$ cat src/rtl/cfg_frame_pkg.sv
package cfg_frame_pkg;

  typedef enum logic [3:0] {
    ST_HDR, ST_PRE, ST_LEN, ST_GAP, ST_START, ST_KIND,
    ST_PAY, ST_CHK, ST_STOP, ST_DONE, ST_FAIL
  } cfg_state_e;

  typedef enum logic [1:0] {
    K_ID   = 2'b00,
    K_DATA = 2'b01,
    K_ADDR = 2'b10,
    K_BAD  = 2'b11
  } frame_kind_e;

  // error bit positions on err_o
  localparam int E_PRE  = 0;
  localparam int E_ID   = 1;
  localparam int E_CSUM = 2;
  localparam int E_FRM  = 3;
  localparam int E_SEQ  = 4;
  localparam int E_LEN  = 5;
  localparam int E_NUM  = 6;

  // widest payload the checksum function accepts
  localparam int SUM_MAXW = 256;

  // modulo-256 sum of all bytes; unused upper bytes are zero
  function automatic logic [7:0] byte_sum(input logic [SUM_MAXW-1:0] v);
    logic [7:0] s;
    s = 8'h00;
    for (int i = 0; i < SUM_MAXW / 8; i++) s = s + v[i*8 +: 8];
    return s;
  endfunction

endpackage

$ cat src/rtl/cfg_bit_counter.sv
module cfg_bit_counter #(
  parameter int W = 24
) (
  input  logic         clk,
  input  logic         rst,
  input  logic         en,
  output logic [W-1:0] cnt
);
  always_ff @(posedge clk) begin
    if (rst)     cnt <= '0;
    else if (en) cnt <= cnt + 1'b1;
  end

  // the length reference grows by exactly one per consumed bit
  a_r8_count_step: assert property (@(posedge clk) disable iff (rst)
    en |=> cnt == W'($past(cnt) + 1'b1));
endmodule

$ cat src/rtl/cfg_shifter.sv
module cfg_shifter #(
  parameter int W = 64
) (
  input  logic         clk,
  input  logic         rst,
  input  logic         en,
  input  logic         din,
  output logic [W-1:0] q,
  output logic [W-1:0] nxt
);
  assign nxt = {q[W-2:0], din};

  always_ff @(posedge clk) begin
    if (rst)     q <= '0;
    else if (en) q <= nxt;
  end
endmodule

$ cat src/rtl/cfg_stream_parser.sv
module cfg_stream_parser
  import cfg_frame_pkg::*;
#(
  parameter int          DATA_W = 64,
  parameter int          ADDR_W = 16,
  parameter int          LEN_W  = 24,
  parameter logic [7:0]  DEV_ID = 8'hA5
) (
  input  logic                clk,
  input  logic                rst,
  input  logic                bit_vld,
  input  logic                bit_in,
  output logic                wr_o,
  output logic [ADDR_W-1:0]   wr_addr_o,
  output logic [DATA_W-1:0]   wr_data_o,
  output logic                done_o,
  output logic [E_NUM-1:0]    err_o
);
  localparam int ID_W   = 16;
  localparam int MAX1   = (DATA_W > ADDR_W) ? DATA_W : ADDR_W;
  localparam int MAX2   = (MAX1 > ID_W) ? MAX1 : ID_W;
  localparam int SRW    = (MAX2 > LEN_W) ? MAX2 : LEN_W;
  localparam int CW     = $clog2(SRW + 1);
  // start pair + kind + checksum = 12 bits; pad to a byte with stop bits
  localparam int STOP_N = (8 - (12 % 8)) % 8;

  function automatic int pay_len(input frame_kind_e k);
    case (k)
      K_ID:    return ID_W;
      K_DATA:  return DATA_W;
      default: return ADDR_W;
    endcase
  endfunction

  function automatic logic [SRW-1:0] pay_mask(input frame_kind_e k);
    return (SRW'(1) << pay_len(k)) - SRW'(1);
  endfunction

  cfg_state_e           st, st_n;
  logic [CW-1:0]        cnt, cnt_n;
  frame_kind_e          kind_q;
  logic [SRW-1:0]       pay_q, sh_q, sh_nxt;
  logic                 post_q, csum_ok_q, mode_q, id_seen_q, held_v_q;
  logic [DATA_W-1:0]    held_q;
  logic [ADDR_W-1:0]    auto_addr_q, wa_n;
  logic [DATA_W-1:0]    wd_n;
  logic [LEN_W-1:0]     len_q, bits_seen;

  // named internal events
  logic                 v, chk_end, frame_end, fire_wr, fire_done, post_hit, csum_match;
  logic [E_NUM-1:0]     err_set;
  logic [7:0]           csum_calc;

  assign v = bit_vld && (st != ST_DONE) && (st != ST_FAIL);

  cfg_bit_counter #(.W(LEN_W)) u_cnt (
    .clk(clk), .rst(rst), .en(v), .cnt(bits_seen));

  cfg_shifter #(.W(SRW)) u_sh (
    .clk(clk), .rst(rst), .en(v), .din(bit_in), .q(sh_q), .nxt(sh_nxt));

  assign csum_calc  = byte_sum(SUM_MAXW'(pay_q));
  assign csum_match = (sh_nxt[7:0] == csum_calc);
  assign post_hit   = (kind_q == K_ADDR) && (pay_q[ADDR_W-1:0] == '1) &&
                      (sh_nxt[7:0] == 8'hFF);

  always_comb begin
    st_n      = st;
    cnt_n     = cnt;
    err_set   = '0;
    fire_wr   = 1'b0;
    fire_done = 1'b0;
    chk_end   = 1'b0;
    frame_end = 1'b0;
    wa_n      = auto_addr_q;
    wd_n      = pay_q[DATA_W-1:0];
    if (v) begin
      case (st)
        ST_HDR: if (!bit_in) begin st_n = ST_PRE; cnt_n = CW'(1); end
        ST_PRE: begin
          // preamble 0,0,1,0: only position 2 is a one
          if (bit_in != (cnt == CW'(2))) err_set[E_PRE] = 1'b1;
          else if (cnt == CW'(3)) begin st_n = ST_LEN; cnt_n = '0; end
          else cnt_n = cnt + 1'b1;
        end
        ST_LEN: begin
          if (cnt == CW'(LEN_W - 1)) begin st_n = ST_GAP; cnt_n = '0; end
          else cnt_n = cnt + 1'b1;
        end
        ST_GAP: if (!bit_in) st_n = ST_START;
        ST_START: begin
          if (!bit_in) err_set[E_FRM] = 1'b1;
          else begin st_n = ST_KIND; cnt_n = '0; end
        end
        ST_KIND: begin
          if (cnt == '0) cnt_n = CW'(1);
          else if (sh_nxt[1:0] == K_BAD) err_set[E_SEQ] = 1'b1;
          else if (!id_seen_q && sh_nxt[1:0] != K_ID) err_set[E_ID] = 1'b1;
          else if (id_seen_q && sh_nxt[1:0] == K_ID) err_set[E_SEQ] = 1'b1;
          else begin st_n = ST_PAY; cnt_n = '0; end
        end
        ST_PAY: begin
          if (cnt == CW'(pay_len(kind_q) - 1)) begin st_n = ST_CHK; cnt_n = '0; end
          else cnt_n = cnt + 1'b1;
        end
        ST_CHK: begin
          if (cnt == CW'(7)) begin
            chk_end = 1'b1;
            if (!post_hit && !csum_match) err_set[E_CSUM] = 1'b1;
            else begin st_n = ST_STOP; cnt_n = '0; end
          end else cnt_n = cnt + 1'b1;
        end
        ST_STOP: begin
          if (!bit_in) err_set[E_FRM] = 1'b1;
          else if (cnt == CW'(STOP_N - 1)) begin
            frame_end = 1'b1;
            st_n      = ST_GAP;
            case (kind_q)
              K_ID: if (pay_q[15:8] != DEV_ID) err_set[E_ID] = 1'b1;
              K_DATA: if (!mode_q) fire_wr = 1'b1;
              default: begin
                if (post_q) begin
                  if (LEN_W'(bits_seen + 1'b1) != len_q) err_set[E_LEN] = 1'b1;
                  else begin fire_done = 1'b1; st_n = ST_DONE; end
                end else if (!mode_q || !held_v_q) err_set[E_SEQ] = 1'b1;
                else begin
                  fire_wr = 1'b1;
                  wa_n    = pay_q[ADDR_W-1:0];
                  wd_n    = held_q;
                end
              end
            endcase
          end else cnt_n = cnt + 1'b1;
        end
        default: ;
      endcase
    end
    if (err_set != '0) st_n = ST_FAIL;
  end

  always_ff @(posedge clk) begin
    if (rst) begin
      st <= ST_HDR;  cnt <= '0;  kind_q <= K_ID;  pay_q <= '0;
      post_q <= 1'b0;  csum_ok_q <= 1'b0;  mode_q <= 1'b0;  id_seen_q <= 1'b0;
      held_q <= '0;  held_v_q <= 1'b0;  auto_addr_q <= '0;  len_q <= '0;
      wr_o <= 1'b0;  wr_addr_o <= '0;  wr_data_o <= '0;  done_o <= 1'b0;  err_o <= '0;
    end else begin
      st     <= st_n;
      cnt    <= cnt_n;
      err_o  <= err_o | err_set;
      wr_o   <= fire_wr;
      done_o <= fire_done;
      if (fire_wr) begin
        wr_addr_o <= wa_n;
        wr_data_o <= wd_n;
        if (!mode_q) auto_addr_q <= auto_addr_q + 1'b1;
      end
      if (v && st == ST_LEN && cnt == CW'(LEN_W - 1)) len_q <= sh_nxt[LEN_W-1:0];
      if (v && st == ST_START) begin post_q <= 1'b0; csum_ok_q <= 1'b0; end
      if (v && st == ST_KIND && cnt != '0) kind_q <= frame_kind_e'(sh_nxt[1:0]);
      if (v && st == ST_PAY && cnt == CW'(pay_len(kind_q) - 1))
        pay_q <= sh_nxt & pay_mask(kind_q);
      if (chk_end) begin
        post_q    <= post_hit;
        csum_ok_q <= post_hit || csum_match;
      end
      if (frame_end && kind_q == K_ID) begin
        mode_q    <= pay_q[0];
        id_seen_q <= 1'b1;
      end
      if (frame_end && kind_q == K_DATA && mode_q) begin
        held_q   <= pay_q[DATA_W-1:0];
        held_v_q <= 1'b1;
      end
    end
  end

  // a write is issued only for a frame whose checksum passed
  a_r5_wr_needs_csum: assert property (@(posedge clk) disable iff (rst)
    fire_wr |-> csum_ok_q);

  // error bits never clear
  a_r9_err_sticky: assert property (@(posedge clk) disable iff (rst)
    (err_o != '0) |=> ((err_o & $past(err_o)) == $past(err_o)));

  // no write or done once an error is flagged
  a_r9_quiet_after_err: assert property (@(posedge clk) disable iff (rst)
    (err_o != '0) |-> (!wr_o && !done_o));

  // done is a single-cycle pulse
  a_r8_done_pulse: assert property (@(posedge clk) disable iff (rst)
    done_o |=> !done_o);

  // writes and done never coincide
  a_r6_wr_not_done: assert property (@(posedge clk) disable iff (rst)
    !(wr_o && done_o));

endmodule

$ cat config.mk
export PLATFORM = sky130hd
export DESIGN_NAME = cfg_stream_parser
export DESIGN_NICKNAME = d
export VERILOG_FILES = /design/src/rtl/cfg_frame_pkg.sv /design/src/rtl/cfg_bit_counter.sv /design/src/rtl/cfg_shifter.sv /design/src/rtl/cfg_stream_parser.sv
export SDC_FILE = /design/constraint.sdc
export NUM_CORES = 1
export LEC_CHECK = 0
export ABC_AREA = 0
export ABC_CLOCK_PERIOD_IN_PS = 5300
export BUFFER_PORTS_ARGS = -buffer_cell sky130_fd_sc_hd__buf_2
export CORE_ASPECT_RATIO = 0.8
export CORE_MARGIN = 1.5
export CORE_UTILIZATION = 50
export DETAILED_ROUTE_END_ITERATION = 10
export PLACE_DENSITY = 0.7
export SLEW_MARGIN = 15
export SYNTH_ARGS = -nofsm -noshare
export SYNTH_HDL_FRONTEND = slang
export SYNTH_SLANG_ARGS = --single-unit
export TNS_END_PERCENT = 100
$ cat constraint.sdc
create_clock -name clk -period 5.3 [get_ports clk]
set_clock_uncertainty 0.2 [all_clocks]
set_input_delay 0.265 -clock clk [delete_from_list [all_inputs] [get_ports clk]]
set_output_delay 0.265 -clock clk [all_outputs]
set_load 0.005 [all_outputs]
==> results.sh <==
export IMPL_drc=0
export IMPL_syn_nets=2027
export IMPL_drv_slew=0
export IMPL_hold_path_class="in2reg"
export IMPL_clock_sinks=360
export IMPL_cts_tree="built"
export IMPL_h_tree_depth=2
export IMPL_utilization_pct=57.2
export IMPL_pwr_share_comb_pct=7.9
export IMPL_yosys_area_top_type="dfxtp_1"
export IMPL_synth_avg_cell_area_um2=8.38
export IMPL_finalWeightedCongestion=0.885
export IMPL_relSlewSlack_pct=34.7
export IMPL_setup_viol=0
export IMPL_antenna_found_initial=0
export IMPL_fmax_ghz=0.197
export IMPL_hold_path_end="auto_addr_q[7]"
export IMPL_vias_per_cell=5.61
export IMPL_switching_share_pct=24.3
export IMPL_grt_pass1_vias=12200
export IMPL_routedWlPerCell_um=17.7
export IMPL_layout_nets=2049
export IMPL_synth_edff_count=0
export IMPL_die_w_um=206
export IMPL_p_per_area_mw_per_mm2=316
export IMPL_cp_data_required_time_ns=5.51
export IMPL_dp_hpwl_mm=28.9
export IMPL_path_max_fanout=6
export IMPL_io_pins=92
export IMPL_grt_max_degree=131
export IMPL_finalCriticalPeriod_ns=5.09
export IMPL_status="completed"
export IMPL_r2r_start="pay_q[2]"
export IMPL_intPower_mw=4.44
export IMPL_worstPathArrival_ns=5.29
export IMPL_timing_hold_ws_ns=0.0709
export IMPL_pre_cts_slack_ns=0.166
export IMPL_reg2reg_depth=18
export IMPL_port_buffers=91
export IMPL_synth_cells=1971
export IMPL_setup_slack_ns=0.213
export IMPL_die_area_mm2=0.0341
export IMPL_via_count=13700
export IMPL_synth_seq_cells=360
export IMPL_r2r_end="st[2]"
export IMPL_async_reset_ff_share_pct=0
export IMPL_wl_mm=43.2
export IMPL_drive_gt1_share_pct=10.4
export IMPL_area_growth_pct=12.5
export IMPL_yosysWarningCount=0
export IMPL_fin_crit_sh_pct=96.0
export IMPL_power_frac_seq_pct=47.3
export IMPL_cp_end_kind="flop"
export IMPL_synthTopCellsByArea="dfxtp_1 (44%), nand2_1 (8.7%), a21oi_1 (6.6%)"
export IMPL_n_antenna_cell=0
export IMPL_synth_top_flop_cell="dfxtp_1"
export IMPL_yosysUniqueCellTypes=66
export IMPL_clk_latency_ns=0.52
export IMPL_initial_utilization_pct=50.8
export IMPL_grt_ovfl_total=0
export IMPL_start_kind="flop"
export IMPL_synth_area_mm2=0.0165
export IMPL_first_iter_violations=1209
export IMPL_yosys_area_top_type_share_pct=43.6
export IMPL_coreArea_mm2=0.0325
export IMPL_numCtsBuffers=37
export IMPL_synth_top_cells_by_count="nand2_1 (382), dfxtp_1 (360), a21oi_1 (218)"
export IMPL_root_buffer="clkbuf_16"
export IMPL_vdd_drop_max_mv=0.205
export IMPL_placementRows=59
export IMPL_grt_util_all_layers_pct=25.1
export IMPL_clkTransAtPathRegs_ns=0.06
export IMPL_p_leak_nw=6.91
export IMPL_yosysMostFrequentCell="nand2_1"
export IMPL_dr_pass1_iters=5
export IMPL_hold_viol_final=0
export IMPL_clockBufferDepth=3
export IMPL_min_delay_start="rst"
export IMPL_critical_path_class="reg2reg"
export IMPL_die_h_um=166
export IMPL_holdPathStages=2
export IMPL_ys_seq_area_share_pct=43.6
export IMPL_p_clk_share_pct=44.8
export IMPL_max_slew_worst_pin_slew_ns=0.980
export IMPL_maxCapViolCount=0
export IMPL_power_switching_mw=1.42
export IMPL_r2r_slack_ns=0.21
export IMPL_grt_pass1_wl_mm=67.9
export IMPL_ant_nets=0
## critical path: stages (launching register included)
cell,delay (ns)
dfxtp_1,0.33
fa_1,0.54
inv_1,0.09
fa_1,0.56
fa_1,0.44
fa_1,0.47
inv_1,0.06
ha_1,0.16
inv_1,0.05
fa_1,0.39
nand2b_1,0.17
a21oi_2,0.13
xnor2_1,0.08
nor4_1,0.26
o21ai_1,0.10
buf_4,0.17
a31o_2,0.21
or2_2,0.30
a2111oi_1,0.26
## what timing repair did
| action | in CTS | in global routing |
|---|---|---|
| setup buffers | 0 | 0 |
| hold buffers | 1 | 0 |
| resized for setup | 0 | 5 |
| setup endpoints to repair | 0 | 4 |
| endpoints found under the hold margin | 2 | 0 |
## per-stage QoR
step / setup TNS, ns / power [mW] / std cells / cell area (µm²)
4_1_cts: 0 / 5.89 / 2446 / 18600
6_report: 0 / 5.86 / 2446 / 18600
5_1_grt: -0.00988 / 6.07 / 2446 / 18600
3_3_place_gp: 0 / 3.27 / 2380 / 17300
2_1_floorplan: 0 / 3.16 / 1971 / 16500
3_5_place_dp: 0 / 3.28 / 2380 / 17300
## cell families after synthesis
kind of cell,Yosys count,share of synthesized area [%]
mux,111,6.75
buf+inv,214,4.97
flops,360,43.6
simple gates,777,20.7
compound gates,368,13.3
fa+ha+maj,52,5.71
xor+xnor,89,4.97
## layout make-up
| cell class | instances | area (µm²) |
|---|---|---|
| fill | 2931 | 13900 |
| multi-input combinational | 1397 | 8540 |
| sequential | 360 | 7210 |
| clock buffer | 58 | 1130 |
| timing repair buffer | 129 | 816 |
| tap | 427 | 534 |
| inverter | 68 | 255 |
| clock inverter | 7 | 92.6 |
## power by group through the flow
stage	Combinational (mW)	Clock, mW	Sequential [mW]
after floorplan	0.362	0	2.80
final	0.463	2.63	2.77
after global routing	0.511	2.79	2.78
after detailed placement	0.444	0	2.83
after global placement	0.440	0	2.83
after CTS	0.447	2.67	2.77
## placed cells by master (no fill, tap or decap), types with 4 or more instances in the layout
| cell type | netlist | routed |
|---|---|---|
| o31ai_1 | 6 | 6 |
| mux2i_1 | 108 | 108 |
| o31a_1 | 4 | 4 |
| a21oi_1 | 218 | 217 |
| clkbuf_16 | 0 | 39 |
| nor4_1 | 12 | 12 |
| and4_1 | 7 | 6 |
| xor2_1 | 37 | 37 |
| inv_1 | 68 | 68 |
| xnor2_1 | 49 | 49 |
| nand3_1 | 77 | 76 |
| ha_1 | 13 | 13 |
| a31oi_1 | 7 | 7 |
| nand2b_1 | 8 | 8 |
| or4_1 | 4 | 4 |
| nor4b_1 | 4 | 4 |
| nand4_1 | 22 | 22 |
| or3_1 | 13 | 12 |
| clkbuf_8 | 0 | 8 |
| or2_2 | 5 | 5 |
| o21ai_0 | 19 | 18 |
| clkbuf_1 | 120 | 11 |
| buf_4 | 1 | 32 |
| and3_1 | 10 | 9 |
| nor2_1 | 182 | 182 |
| a211oi_1 | 84 | 84 |
| buf_12 | 0 | 5 |
| dfxtp_1 | 360 | 360 |
| buf_2 | 11 | 90 |
| nor2b_1 | 7 | 6 |
| nor3_1 | 22 | 21 |
| nand2_1 | 382 | 381 |
| fa_1 | 39 | 39 |
## layer usage
layer,up-vias,GRT usage [%],wire [µm]
met4,0,4.48,514
met2,422,36.5,18500
li1,6736,-,-
met5,-,0,0
met1,6511,38.3,21100
met3,46,5.30,3080
## worst max-delay path by stage
stage	endpoint	slack, ns	cells past startpoint	startpoint
final	st[2]	0.21	18	pay_q[2]
after global routing	st[2]	-0.01	18	pay_q[2]
after CTS	st[2]	0.16	17	pay_q[2]
after detailed placement	st[2]	0.17	17	pay_q[2]
after global placement	st[2]	0.21	17	pay_q[2]
after floorplan	cnt[2]	0.34	17	pay_q[2]
## flip-flops by register name, summed over array words and instances (netlist names), 2 cells and up
name	cells
u_sh.q	63
len_q	24
auto_addr_q	16
u_cnt.cnt	24
held_q	64
err_o	6
wr_data_o	64
pay_q	64
kind_q	2
wr_addr_o	16
cnt	7
st	4
No activity file was read; power rests on OpenSTA's default activity.
